===== src/rtl/intc_agg_pkg.sv =====
package intc_agg_pkg;
    localparam int REG_W = 16;
    localparam int ADDR_W = 2;
    localparam logic [ADDR_W-1:0] ADDR_STATUS = 2'd0;
    localparam logic [ADDR_W-1:0] ADDR_MASK   = 2'd1;

    typedef enum logic [1:0] {
        ST_IDLE   = 2'd0,
        ST_RAISED = 2'd1,
        ST_REARM  = 2'd2
    } irq_state_e;
endpackage


===== src/rtl/intc_src_pending.sv =====
module intc_src_pending #(
    parameter int NUM_SRC = 6
) (
    input  logic               clk,
    input  logic               rst_n,
    input  logic [NUM_SRC-1:0] src_i,
    input  logic [NUM_SRC-1:0] clr_i,
    output logic [NUM_SRC-1:0] pend_o
);
    logic [NUM_SRC-1:0] pend_q;

    for (genvar k = 0; k < NUM_SRC; k++) begin : g_bit
        always_ff @(posedge clk or negedge rst_n) begin
            if (!rst_n)
                pend_q[k] <= 1'b0;
            else if (src_i[k])
                pend_q[k] <= 1'b1;
            else if (clr_i[k])
                pend_q[k] <= 1'b0;
        end
    end

    assign pend_o = pend_q;


    event_capture_chk: assert property (@(posedge clk) disable iff (!rst_n)
        (|src_i) |=> ((pend_q & $past(src_i)) == $past(src_i)));


    sticky_hold_chk: assert property (@(posedge clk) disable iff (!rst_n)
        (|(pend_q & ~clr_i)) |=> ((pend_q & $past(pend_q & ~clr_i)) == $past(pend_q & ~clr_i)));
endmodule


===== src/rtl/intc_mask_reg.sv =====
module intc_mask_reg #(
    parameter int NUM_SRC = 6,
    parameter int REG_W   = 16,
    parameter int SRC_LSB = 4
) (
    input  logic               clk,
    input  logic               rst_n,
    input  logic               wr_i,
    input  logic [REG_W-1:0]   wdata_i,
    output logic [NUM_SRC-1:0] en_o,
    output logic               glb_o
);
    localparam int GEN_BIT = REG_W - 1;

    logic [NUM_SRC-1:0] en_q;
    logic               glb_q;

    always_ff @(posedge clk or negedge rst_n) begin
        if (!rst_n) begin
            en_q  <= '0;
            glb_q <= 1'b0;
        end else if (wr_i) begin
            en_q  <= wdata_i[SRC_LSB +: NUM_SRC];
            glb_q <= wdata_i[GEN_BIT];
        end
    end

    assign en_o  = en_q;
    assign glb_o = glb_q;


    mask_write_chk: assert property (@(posedge clk) disable iff (!rst_n)
        wr_i |=> (glb_o == $past(wdata_i[GEN_BIT])));
endmodule


===== src/rtl/intc_irq_fsm.sv =====
module intc_irq_fsm
    import intc_agg_pkg::*;
#(
    parameter int EFF_W = 10
) (
    input  logic             clk,
    input  logic             rst_n,
    input  logic [EFF_W-1:0] eff_i,
    output logic             irq_o
);
    irq_state_e       state, state_nx;
    logic [EFF_W-1:0] eff_prev;
    logic             any_act, fresh;

    assign any_act = |eff_i;
    assign fresh   = |(eff_i & ~eff_prev);

    always_ff @(posedge clk or negedge rst_n) begin
        if (!rst_n) begin
            state    <= ST_IDLE;
            eff_prev <= '0;
        end else begin
            state    <= state_nx;
            eff_prev <= eff_i;
        end
    end

    always_comb begin
        state_nx = state;
        unique case (state)
            ST_IDLE:   if (any_act) state_nx = ST_RAISED;
            ST_RAISED: begin
                if (!any_act)   state_nx = ST_IDLE;
                else if (fresh) state_nx = ST_REARM;
            end
            ST_REARM:  state_nx = any_act ? ST_RAISED : ST_IDLE;
            default:   state_nx = ST_IDLE;
        endcase
    end

    always_comb begin
        irq_o = (state == ST_RAISED);
    end


    rearm_single_cycle_chk: assert property (@(posedge clk) disable iff (!rst_n)
        (state == ST_REARM) |=> (state != ST_REARM));


    fresh_edge_chk: assert property (@(posedge clk) disable iff (!rst_n)
        (irq_o && fresh) |=> !irq_o);


    no_active_drop_chk: assert property (@(posedge clk) disable iff (!rst_n)
        !any_act |=> !irq_o);


    raise_from_idle_chk: assert property (@(posedge clk) disable iff (!rst_n)
        (state == ST_IDLE && any_act) |=> irq_o);
endmodule


===== src/rtl/intc_pending_gate.sv =====
module intc_pending_gate
    import intc_agg_pkg::*;
#(
    parameter int NUM_BANKS = 4,
    parameter int NUM_SRC   = 6
) (
    input  logic                 clk,
    input  logic                 rst_n,
    input  logic [NUM_BANKS-1:0] bank_irq_i,
    input  logic [NUM_SRC-1:0]   src_irq_i,
    input  logic [ADDR_W-1:0]    reg_addr_i,
    input  logic                 reg_wr_i,
    input  logic [REG_W-1:0]     reg_wdata_i,
    output logic [REG_W-1:0]     reg_rdata_o,
    output logic                 host_irq_o
);
    localparam int SRC_LSB = NUM_BANKS;
    localparam int STAT_W  = NUM_BANKS + NUM_SRC;
    localparam int GEN_BIT = REG_W - 1;

    logic               wr_status, wr_mask;
    logic [NUM_SRC-1:0] clr_vec, pend, src_en;
    logic               glb_en;
    logic [STAT_W-1:0]  status_w, eff_w;

    assign wr_status = reg_wr_i && (reg_addr_i == ADDR_STATUS);
    assign wr_mask   = reg_wr_i && (reg_addr_i == ADDR_MASK);
    assign clr_vec   = wr_status ? reg_wdata_i[SRC_LSB +: NUM_SRC] : '0;

    intc_src_pending #(.NUM_SRC(NUM_SRC)) u_pend (
        .clk    (clk),
        .rst_n  (rst_n),
        .src_i  (src_irq_i),
        .clr_i  (clr_vec),
        .pend_o (pend)
    );

    intc_mask_reg #(.NUM_SRC(NUM_SRC), .REG_W(REG_W), .SRC_LSB(SRC_LSB)) u_mask (
        .clk     (clk),
        .rst_n   (rst_n),
        .wr_i    (wr_mask),
        .wdata_i (reg_wdata_i),
        .en_o    (src_en),
        .glb_o   (glb_en)
    );

    assign status_w = {pend, bank_irq_i};
    assign eff_w    = glb_en ? {pend & src_en, bank_irq_i} : '0;

    intc_irq_fsm #(.EFF_W(STAT_W)) u_fsm (
        .clk   (clk),
        .rst_n (rst_n),
        .eff_i (eff_w),
        .irq_o (host_irq_o)
    );

    always_comb begin
        reg_rdata_o = '0;
        unique case (reg_addr_i)
            ADDR_STATUS: reg_rdata_o[STAT_W-1:0] = status_w;
            ADDR_MASK: begin
                reg_rdata_o[SRC_LSB +: NUM_SRC] = src_en;
                reg_rdata_o[GEN_BIT]            = glb_en;
            end
            default: reg_rdata_o = '0;
        endcase
    end


    global_gate_chk: assert property (@(posedge clk) disable iff (!rst_n)
        !glb_en |=> !host_irq_o);
endmodule


===== config.mk =====
export PLATFORM = sky130hd
export DESIGN_NAME = intc_pending_gate
export DESIGN_NICKNAME = d
export VERILOG_FILES = /design/src/rtl/intc_agg_pkg.sv /design/src/rtl/intc_src_pending.sv /design/src/rtl/intc_mask_reg.sv /design/src/rtl/intc_irq_fsm.sv /design/src/rtl/intc_pending_gate.sv
export SDC_FILE = /design/constraint.sdc
export NUM_CORES = 1
export LEC_CHECK = 0
export ABC_CLOCK_PERIOD_IN_PS = 1400
export BUFFER_PORTS_ARGS = -buffer_cell sky130_fd_sc_hd__buf_2
export CORE_ASPECT_RATIO = 0.6
export CORE_MARGIN = 4
export CORE_UTILIZATION = 42
export CTS_CLUSTER_SIZE = 10
export DETAILED_ROUTE_END_ITERATION = 7
export PLACE_DENSITY_LB_ADDON = 0.1
export SYNTH_ARGS = -nofsm -noshare
export SYNTH_HDL_FRONTEND = slang
export SYNTH_SLANG_ARGS = --single-unit

===== constraint.sdc =====
create_clock -name clk -period 1.4 [get_ports clk]
set_input_delay 0.42 -clock clk [delete_from_list [all_inputs] [get_ports clk]]
set_output_delay 0.42 -clock clk [all_outputs]
set_load 0.005 [all_outputs]

## After elaboration in Yosys (flattened, before gate mapping)

Index checks and enable logic that the tools add are counted.
W data, S select, Z words.

- Bits in registers: 25
- Bits in latches: 0
- RAM bits: 0
- Memory bits (read-only): 0
- Input port bits: 31
- Output and inout bits: 17
- Logic and storage cells: 53
- Memories: 0

- Add/subtract/negate cells: 0
- $mul: 0
- Divide/modulo/power cells: 0
- Magnitude comparators: 0
- Equality and inequality tests: 5
- Shift operators: 0
- Muxes and demuxes: 22
- Bitwise logic cells: 3
- Reduce and logical (&&, ||, !) cells: 13

Operators by type and width:

| operator | number |
|---|---|
| $reduce_or A10 Y1 | 2 |
| $mux W1 | 14 |
| $pmux W6 S2 | 1 |
| $reduce_bool A2 Y1 | 6 |
| $and A10 B10 Y10 | 1 |
| $mux W10 | 1 |
| $not A10 Y10 | 1 |
| $and A6 B6 Y6 | 1 |
| $mux W2 | 3 |
| $mux W6 | 1 |
| $pmux W2 S3 | 1 |
| $eq A2 B1 Y1 const B | 2 |
| $logic_not A2 Y1 | 2 |
| $mux W4 | 1 |
| $ne A3 B3 Y1 const B | 1 |
| $eq A2 B2 Y1 const B | 1 |
| $logic_and A1 B1 Y1 | 2 |
| $ne A2 B1 Y1 const B | 1 |
| $reduce_and A2 Y1 | 1 |

## Logic depth before layout (Yosys ltp)

- Depth after elaboration: 7
- Gate-level depth with buffers: 5
- Depth with buffers taken out: 5

## Cells and area by module

Synthesis repeated with hierarchy kept, for this count alone.

- Cell total of the unflattened synthesis: 111
- Area total of the unflattened synthesis: 1,277.5 um^2

Modules (own cells, without submodules):

| module | instances | cells each | area each (um^2) | sequential area each (um^2) |
|---|---|---|---|---|
| intc_irq_fsm | 1 | 34 | 447.9 | 300.3 |
| intc_pending_gate | 1 | 44 | 320.3 | 0.0 |
| intc_mask_reg | 1 | 15 | 291.5 | 175.2 |
| intc_src_pending | 1 | 18 | 217.7 | 150.1 |

## Least setup slack after synthesis

No wires, ideal clock.

- Path type: in2reg
- Start: input port bank_irq_i[2]
- End: register u_fsm.state[1]
- Setup time: 120 ps
- Arrival: 1,422 ps
- Data required time: 1,280 ps
- Path slack: -143 ps
- Stages: 4
- Path buffers: 0
- Cell sequence: or4_1 > a221oi_2 > nand4_1 > and4_1

- Word-level cells in the longest chain between the ends: 5
- Elaborated cells on any way between the ends: 9
- Classes of those cells: 2 x eq/ne; 3 x mux; 1 x bitwise; 3 x reduce/logical

RTL lines:

| element | line | source |
|---|---|---|
| from (decl) | intc_pending_gate.sv:9 | `input logic [NUM_BANKS-1:0] bank_irq_i,` |
| $mux W10 (*) | intc_pending_gate.sv:48 | `assign eff_w = glb_en ? {pend & src_en, bank_irq_i} : '0;` |
| $and A10 B10 Y10 | intc_irq_fsm.sv:16 | `assign fresh = \|(eff_i & ~eff_prev);` |
| $reduce_or A10 Y1 | intc_irq_fsm.sv:16 |  |
| $ne A3 B3 Y1 (no line) | -- |  |
| $reduce_and A2 Y1 (no line) | -- |  |
| to (signal assigned) | intc_irq_fsm.sv:23 | `state <= state_nx;` |
| to (decl) | intc_irq_fsm.sv:11 | `irq_state_e state, state_nx;` |

Mark *: on every way between the ends. The rest lies on a longest branch, timed or not.
A chain may end at the register's enable or synchronous reset.

## Worst setup path in the final report

- Start: register u_mask.glb_q, in the netlist u_mask.glb_o
- End: output port reg_rdata_o[15]

- Word-level cells in the longest chain between the ends: 1

RTL lines:

| element | line | source |
|---|---|---|
| from (decl) | intc_mask_reg.sv:16 | `logic glb_q;` |
| from (signal assigned) | intc_mask_reg.sv:24 | `glb_q <= wdata_i[GEN_BIT];` |
| $mux W1 | intc_pending_gate.sv:59 | `unique case (reg_addr_i)` |
| to (decl) | intc_pending_gate.sv:14 | `output logic [REG_W-1:0] reg_rdata_o,` |

No other way between the ends.

==> flow_summary.json <==
{
  "status": "finished with violations",
  "violations": "setup timing",
  "drt_pass1_iterations": 4,
  "cts_root_buf": "clkbuf_8",
  "final_common_cell": "buf_2",
  "synth_area_per_cell_um2": 10.6,
  "arrival_ns": 1.10,
  "antenna_found_initial": 0,
  "overflow": 0,
  "clk_pin_slew_worst_paths_ns": 0.09,
  "synth.ff_latch_count": 25,
  "core-area_um2": 2570,
  "setup_ws_ns": -0.123,
  "synth_cells": 110,
  "timing.final.max_slew_violations": 0,
  "crit_required_ns": 0.98,
  "cp-startpoint": "u_mask.glb_o$_DFFE_PN0P_",
  "ir_drop_mv": 0.670,
  "antenna_cells": 0,
  "slew_headroom": 0.631,
  "wl_per_cell_um": 15.1,
  "grt_pass1_vias": 972,
  "final_cell_mix": "buf_2, dfrtp_1, buf_4",
  "antenna_left": 0,
  "fin_area_um2": 1710,
  "grt_max_degree": 26,
  "tritoncts": "yes",
  "reg2reg_depth": 5,
  "h-tree-depth": 1,
  "power.leakage_nw": 0.870,
  "clk_path_buf_depth": 2,
  "nFillCells": 225,
  "top_layer": "met4",
  "dieArea_um2": 3700,
  "final_hold_viol_count": 0,
  "ys_types": 27,
  "m1WireLength_um": 1410,
  "fin_crit_sh": 1.09,
  "vias": 1002,
  "cp-start-kind": "flip-flop",
  "io_pins": 48,
  "rr_startpoint": "u_mask.glb_o$_DFFE_PN0P_",
  "dp.cells": 178,
  "gp_congestion": 0.787,
  "netlist_area_um2": 1160,
  "path_max_fanout": 2,
  "rsz0062_at_grt": "yes",
  "cts_buffers": 3,
  "finClkSkew_ns": 0.00806,
  "yosysSeqAreaShare": 0.538,
  "grt.total_usage": 0.164,
  "dpl_cell_area_um2": 1410,
  "routed_wl_um": 3060,
  "worstSkewPairLatency_ns": 0.28,
  "ys_warn_count": 0,
  "whs_ns": 0.117,
  "multiInputGateArea_um2": 528,
  "final_nets": 203,
  "area_growth_pct": 46.9,
  "clock.fmax_ghz": 0.657,
  "drv_cap": 0,
  "met2_length_um": 1390,
  "grt_pass1_wl_um": 4730,
  "die_h_um": 48.8,
  "tightest_slew_ns": 0.554,
  "dp_slack_ns": -0.328,
  "vias_per_cell": 4.94,
  "cts.sinks": 25,
  "finalCriticalPeriod_ns": 1.52,
  "drc": 0,
  "final_cells": 203,
  "cellPowerDensity_nw_per_um2": 1100,
  "setup_viol": 5,
  "drive_gt1_frac": 0.509,
  "drt_iter0_drc": 50,
  "critPathKind": "flip-flop to primary output",
  "seq_area_um2": 626,
  "end_kind": "primary output",
  "hold_class": "primary input to asynchronous set/reset pin",
  "row_count": 14,
  "met3_length_um": 206,
  "dieWidth_um": 76.0,
  "start_util": 0.452,
  "hpwl_um": 2020,
  "portBuffers": 33
}
==> kinds of logic (layout without fill, tap and decap cells) <==
kind of cell           count (synthesis)  count (layout)  synth area share
buffers and inverters                 17              74            0.0710
and+or+nand+nor                       40              40             0.177
DFF                                   25              25             0.538
other                                  1               5           0.00322
muxes                                 13              13             0.119
AOI/OAI and AO/OA                     14              14            0.0914
==> metrics by stage <==
step           setup TNS, ns  power (mW)   util
6_report              -0.214        1.87  0.664
2_1_floorplan         -0.182        1.10      -
5_1_grt               -0.788        1.98  0.664
4_1_cts               -0.223        1.78  0.621
3_5_place_dp           -1.46        1.26  0.547
3_3_place_gp           -1.37        1.25  0.547
==> critical path, cell delays in order, from the launching register on <==
cell     delay, ns
dfrtp_1       0.41
buf_6         0.13
and3b_1       0.17
buf_2         0.12
==> worst paths after layout <==
path	slack (ns)	end
hold reg to reg	0.54	u_mask.en_o[1]$_DFFE_PN0P_
setup / recovery	-0.12	reg_rdata_o[15]
setup reg to reg	-0.01	u_fsm.state[1]$_DFFE_PN0P_
hold / removal	0.12	u_pend.pend_o[4]$_DFFE_PN0P_
min in group clk	0.31	u_pend.pend_o[0]$_DFFE_PN0P_
max in group asynchronous	0.91	u_fsm.eff_prev[2]$_DFF_PN0_
==> power by group <==
group | switching (mW) | total (mW) | internal (mW)
combinational | 0.243 | 0.560 | 0.317
sequential | 0.0537 | 0.877 | 0.823
clock | 0.237 | 0.437 | 0.200
==> what timing repair did <==
action	CTS	global route
buffers inserted	14	7
gates resized for setup	9	15
setup endpoints to repair	12	14
hold buffers	0	0
pin swaps	4	9
==> layout make-up <==
cell class                 count  area share
inverter                       8      0.0176
sequential                    25       0.366
clock buffer                   3      0.0242
clock inverter                 1     0.00293
tap                           32      0.0234
timing repair buffer          62       0.257
multi-input combinational     72       0.309
==> metal layers <==
| layer | track usage | up-vias |
|---|---|---|
| met5 | 0 | - |
| met4 | 0.0473 | 0 |
| met3 | 0.0480 | 7 |
| met2 | 0.249 | 31 |
| met1 | 0.226 | 472 |
| li1 | - | 492 |
==> synthesized netlist by cell type <==
| cell type | n | share of area |
|---|---|---|
| a22oi_1 | 1 | 0.0065 |
| a21o_1 | 6 | 0.039 |
| a221oi_1 | 1 | 0.0075 |
| nor2_1 | 7 | 0.023 |
| or4_1 | 1 | 0.0065 |
| and3_1 | 4 | 0.022 |
| a221oi_2 | 1 | 0.013 |
| conb_1 | 1 | 0.0032 |
| nor2b_1 | 1 | 0.0054 |
| nor3_1 | 5 | 0.022 |
| and4_1 | 1 | 0.0075 |
| nand2_1 | 10 | 0.032 |
| inv_1 | 8 | 0.026 |
| nand3b_1 | 1 | 0.0065 |
| buf_4 | 5 | 0.032 |
| nand4_1 | 1 | 0.0054 |
| a21oi_1 | 1 | 0.0043 |
| buf_1 | 1 | 0.0032 |
| o22ai_1 | 4 | 0.022 |
| mux2_2 | 7 | 0.068 |
| dfrtp_1 | 25 | 0.54 |
| and2_2 | 1 | 0.0065 |
| and3b_1 | 1 | 0.0075 |
| clkbuf_1 | 3 | 0.0097 |
| mux2i_1 | 6 | 0.052 |
| and2_1 | 4 | 0.022 |
| nand3_1 | 3 | 0.013 |
==> sequential cells by signal, summed over array words and instances (netlist names) <==
name,count
u_mask.en_o,6
u_fsm.state,2
u_pend.pend_o,6
u_mask.glb_o,1
u_fsm.eff_prev,10
Note: power is estimated with default switching activity, not from simulation.
